--- src/rtl/seg_pager_pkg.sv ---
package seg_pager_pkg;
    localparam int PAGE_W   = 8;
    localparam int SEG_SEL  = 2;
    localparam int NSEG     = 1 << SEG_SEL;
    localparam int CPU_W    = 16;
    localparam int OFF_W    = CPU_W - SEG_SEL;
    localparam int PHYS_W   = PAGE_W + OFF_W;
    localparam int IO_W     = 8;
    localparam logic [IO_W-1:0] PORT_BASE = 8'hB0;
    localparam int SHARED_TOP = 6;

    typedef logic [PAGE_W-1:0] page_t;

    typedef struct packed {
        page_t [NSEG-1:0] page;
    } pg_state_t;
endpackage

--- src/rtl/seg_port_decode.sv ---
module seg_port_decode
    import seg_pager_pkg::*;
#(
    parameter int               P_IO_W  = IO_W,
    parameter int               P_SEL   = SEG_SEL,
    parameter logic [P_IO_W-1:0] P_BASE = PORT_BASE
) (
    input  logic [P_IO_W-1:0] io_addr,
    output logic              hit,
    output logic [P_SEL-1:0]  idx
);
    always_comb begin
        hit = (io_addr[P_IO_W-1:P_SEL] == P_BASE[P_IO_W-1:P_SEL]);
        idx = io_addr[P_SEL-1:0];
    end
endmodule

--- src/rtl/seg_page_regs.sv ---
module seg_page_regs
    import seg_pager_pkg::*;
(
    input  logic               clk,
    input  logic               rst_n,
    input  logic               wr_en,
    input  logic [SEG_SEL-1:0] wr_idx,
    input  page_t              wr_data,
    output pg_state_t          state
);
    pg_state_t st_d, st_q;

    always_comb begin
        st_d = st_q;
        for (int i = 0; i < NSEG; i++) begin
            if (wr_en && (wr_idx == SEG_SEL'(i))) begin
                st_d.page[i] = wr_data;
            end
        end
    end

    always_ff @(posedge clk) begin
        if (!rst_n) begin
            st_q <= '0;
        end else begin
            st_q <= st_d;
        end
    end

    assign state = st_q;
endmodule

--- src/rtl/seg_translate.sv ---
module seg_translate
    import seg_pager_pkg::*;
(
    input  pg_state_t           state,
    input  logic [CPU_W-1:0]    cpu_addr,
    output logic [PHYS_W-1:0]   phys_addr,
    output logic                shared_ram
);
    localparam int SEL_LO = CPU_W - SEG_SEL;

    logic [SEG_SEL-1:0] seg;
    page_t              pg;

    always_comb begin
        seg        = cpu_addr[CPU_W-1:SEL_LO];
        pg         = state.page[seg];
        phys_addr  = {pg, cpu_addr[OFF_W-1:0]};
        shared_ram = &pg[PAGE_W-1:PAGE_W-SHARED_TOP];
    end
endmodule

--- src/rtl/seg_pager.sv ---
module seg_pager
    import seg_pager_pkg::*;
(
    input  logic              clk,
    input  logic              rst_n,
    input  logic [15:0]       cpu_addr,
    input  logic [7:0]        io_addr,
    input  logic              io_rd,
    input  logic              io_wr,
    input  logic [7:0]        io_wdata,
    output logic [21:0]       phys_addr,
    output logic [7:0]        io_rdata,
    output logic              io_rd_hit,
    output logic              shared_ram
);
    logic               port_hit;
    logic [SEG_SEL-1:0] port_idx;
    pg_state_t          state;

    seg_port_decode u_dec (
        .io_addr (io_addr),
        .hit     (port_hit),
        .idx     (port_idx)
    );

    seg_page_regs u_regs (
        .clk     (clk),
        .rst_n   (rst_n),
        .wr_en   (io_wr && port_hit),
        .wr_idx  (port_idx),
        .wr_data (io_wdata),
        .state   (state)
    );

    seg_translate u_xlat (
        .state      (state),
        .cpu_addr   (cpu_addr),
        .phys_addr  (phys_addr),
        .shared_ram (shared_ram)
    );

    always_comb begin
        io_rd_hit = io_rd && port_hit;
        io_rdata  = io_rd_hit ? state.page[port_idx] : '0;
    end
endmodule

--- config.mk ---
export PLATFORM = sky130hd
export DESIGN_NAME = seg_pager
export DESIGN_NICKNAME = d
export VERILOG_FILES = /design/src/rtl/seg_pager_pkg.sv /design/src/rtl/seg_port_decode.sv /design/src/rtl/seg_page_regs.sv /design/src/rtl/seg_translate.sv /design/src/rtl/seg_pager.sv
export SDC_FILE = /design/constraint.sdc
export NUM_CORES = 1
export LEC_CHECK = 0
export BUFFER_PORTS_ARGS = -buffer_cell sky130_fd_sc_hd__buf_2
export CELL_PAD_IN_SITES_DETAIL_PLACEMENT = 0
export CELL_PAD_IN_SITES_GLOBAL_PLACEMENT = 1
export CORE_UTILIZATION = 40
export DETAILED_ROUTE_END_ITERATION = 10
export PLACE_DENSITY_LB_ADDON = 0.1
export SLEW_MARGIN = 20
export SYNTH_ARGS = -nofsm -noshare
export SYNTH_HDL_FRONTEND = slang
export SYNTH_SLANG_ARGS = --single-unit
--- constraint.sdc ---
create_clock -name clk -period 2.5 [get_ports clk]
set_input_delay 0.5 -clock clk [delete_from_list [all_inputs] [get_ports clk]]
set_output_delay 0.5 -clock clk [all_outputs]
set_load 0.01 [all_outputs]
==> impl_metrics.json <==
{
  "fmax_ghz": 0.455,
  "clock_latency_ns": 0.28,
  "synth_top_area_frac": 0.345,
  "crit_path_frequent_cell": "buf_2",
  "power.share.switching": 0.239,
  "wl_per_cell_um": 17.1,
  "syn_inst": 167,
  "hp-class": "flop to flop",
  "gp_congestion": 0.716,
  "synth_edf_count": 0,
  "timing.rr.end": "u_regs.state[2]$_SDFFE_PN0P_",
  "required_ns": 2.00,
  "synth_flop_cell": "dfxtp_1",
  "endpoint_kind": "output pin",
  "cts_hold_buf": 0,
  "syn_area_per_cell_um2": 11.1,
  "placementRows": 24,
  "grt_max_degree": 41,
  "syn_area_um2": 1860,
  "worst_pin_slew_ns": 0.692,
  "die_area_um2": 4920,
  "dpl.hpwl_mm": 2.86,
  "post_cts_buffers": 0,
  "path_cells": "buf_2, mux4_2, nand4_1, nor2_1, buf_2",
  "clockBufferDepth": 2,
  "skew_ns": 0,
  "r2r_start": "u_regs.state[2]$_SDFFE_PN0P_",
  "netlist_top_cells_count": "nand2_1, dfxtp_1, mux2i_1, buf_4, mux4_2",
  "rrSetupSlack_ns": 1.86,
  "cp_max_fo": 8,
  "grt_antenna_before_repair": 0,
  "whs_endpoint": "u_regs.state[12]$_SDFFE_PN0P_",
  "cts_tree": "done",
  "largest_reg_flops": 32,
  "p_leak_nw": 0.967,
  "drt_iter0_markers": 59,
  "drive_gt1_frac": 0.359,
  "area_growth_pct": 9.78,
  "nets": 227,
  "yosysMostFrequentCell": "nand2_1",
  "period_needed_ns": 2.20,
  "htreeDepth": 2,
  "p_switching_uw": 238,
  "cts-buffers-inserted": 5,
  "place_area_um2": 1940,
  "synth-seq-area-share": 0.345,
  "mappedNetlistNets": 203,
  "vias_per_cell": 5.31,
  "maxSlewViolCount": 0,
  "drc": 0,
  "relSlewSlack": 0.539,
  "core_um2": 4410,
  "cts_root_buf": "clkbuf_8",
  "intPower_uw": 759,
  "arrival_ns": 1.70,
  "cpMaxStageDelayCell": "mux4_2",
  "postSynth.asyncResetShare": 0,
  "rsz0062_at_grt": "false",
  "die_y_um": 70.1,
  "initial_core_util": 0.420,
  "crit_buf_inv": 2,
  "grt_pass1_wl_mm": 6.98,
  "hold_path_depth": 2,
  "die_x_um": 70.1,
  "ant_nets": 0,
  "fin_crit_sh": 0.879,
  "synth_area_leaders": "dfxtp_1, mux4_2, mux2i_1",
  "diodes": 0,
  "cts.sinks": 32,
  "ys_warn_count": 0,
  "fin_area_um2": 2040,
  "drt_wl_total_mm": 4.18,
  "drt_first_pass_iters": 4,
  "setup_viol": 0,
  "crit_family": "multiplexers",
  "grtUsageTotal": 0.188,
  "dp_cells": 236,
  "grt_pass1_vias": 1351,
  "synth-seq-cells": 32,
  "powerDensity_nw_per_um2": 490,
  "path_clk_slew_ns": 0.07,
  "cts_resized": 0,
  "synth_top_cell_by_area": "dfxtp_1",
  "hold_violations": 0,
  "seqPwrFrac": 0.512,
  "maxCapViolations": 0,
  "pwr-share-clk": 0.413,
  "startpoint_type": "primary input",
  "min_from": "u_regs.state[12]$_SDFFE_PN0P_",
  "setup_tns_ns": 0,
  "outcome": "completed",
  "portBuffers": 39,
  "combPwrFrac": 0.075,
  "grt_overflow": 0,
  "setup.worst_path.class": "primary input to output pin",
  "final_cells": 244,
  "vias": 1296,
  "synthDistinctLibCells": 21,
  "critPathMaxStageDelay_ns": 0.59,
  "worstRegToRegCells": 2,
  "pin_count": 68,
  "max-vdd-ir-drop_mv": 0.254
}
==> through the flow <==
| step | hold WS [ns] | power, mW | util | setup slack [ns] |
|---|---|---|---|---|
| 3_3_place_gp | 0.452 | 0.597 | 0.440 | 0.281 |
| 5_1_grt | 0.494 | 1.05 | 0.461 | 0.181 |
| 6_report | 0.472 | 0.998 | 0.461 | 0.303 |
| 2_1_floorplan | 0.440 | 0.596 | - | 0.593 |
| 4_1_cts | 0.475 | 1.01 | 0.461 | 0.290 |
| 3_5_place_dp | 0.461 | 0.599 | 0.440 | 0.293 |
==> worst max-delay path by stage <==
stage	cells past startpoint	to	slack (ns)	start
5_1_grt	5	io_rdata[1]	0.18	io_addr[3]
3_3_place_gp	5	shared_ram	0.28	cpu_addr[14]
3_5_place_dp	5	shared_ram	0.29	cpu_addr[14]
2_1_floorplan	4	shared_ram	0.59	cpu_addr[15]
4_1_cts	5	shared_ram	0.29	cpu_addr[14]
6_report	5	shared_ram	0.30	cpu_addr[14]
==> kinds of logic after synthesis <==
kind of cell | share of synthesized area
muxes | 0.369
DFF | 0.345
and+or+nand+nor | 0.183
buffers and inverters | 0.102
==> power by group through the flow <==
| stage | clock network (mW) | logic, mW | registers (mW) |
|---|---|---|---|
| after floorplan | 0 | 0.0735 | 0.522 |
| after global placement | 0 | 0.0750 | 0.522 |
| after detailed placement | 0 | 0.0763 | 0.522 |
| after CTS | 0.427 | 0.0764 | 0.511 |
| after global routing | 0.455 | 0.0836 | 0.510 |
| final | 0.412 | 0.0753 | 0.511 |
==> per-layer routing <==
| metal | GRT usage | share of wire |
|---|---|---|
| met1 | 0.251 | 0.46 |
| met3 | 0.0606 | 0.067 |
| met4 | 0.0711 | 0.012 |
| met5 | 0 | 0 |
| met2 | 0.285 | 0.46 |
==> placed cells by master, fill, tap and decap left out, types with 2 or more instances in the layout <==
cell,instances
mux4_2,15
and2b_1,2
buf_4,2
clkinv_2,2
clkbuf_8,6
nand4_4,3
buf_2,39
nand2_1,41
nor2_1,2
mux2i_1,32
nor2b_1,8
dfxtp_1,32
==> worst register-to-register path, cell delays in order (launching register included) <==
cell,delay [ns]
dfxtp_1,0.35
nand2_1,0.06
mux2i_1,0.15
==> layout make-up <==
| cell class | count | area (um2) |
|---|---|---|
| Fill cell | 445 | 2380 |
| Multi-Input combinational cell | 110 | 1020 |
| Sequential cell | 32 | 641 |
| Timing Repair Buffer | 41 | 210 |
| Clock buffer | 6 | 82.6 |
| Tap cell | 52 | 65.1 |
| Clock inverter | 2 | 10.0 |
| Inverter | 1 | 3.75 |
Note: power is estimated with default switching activity, not from simulation.
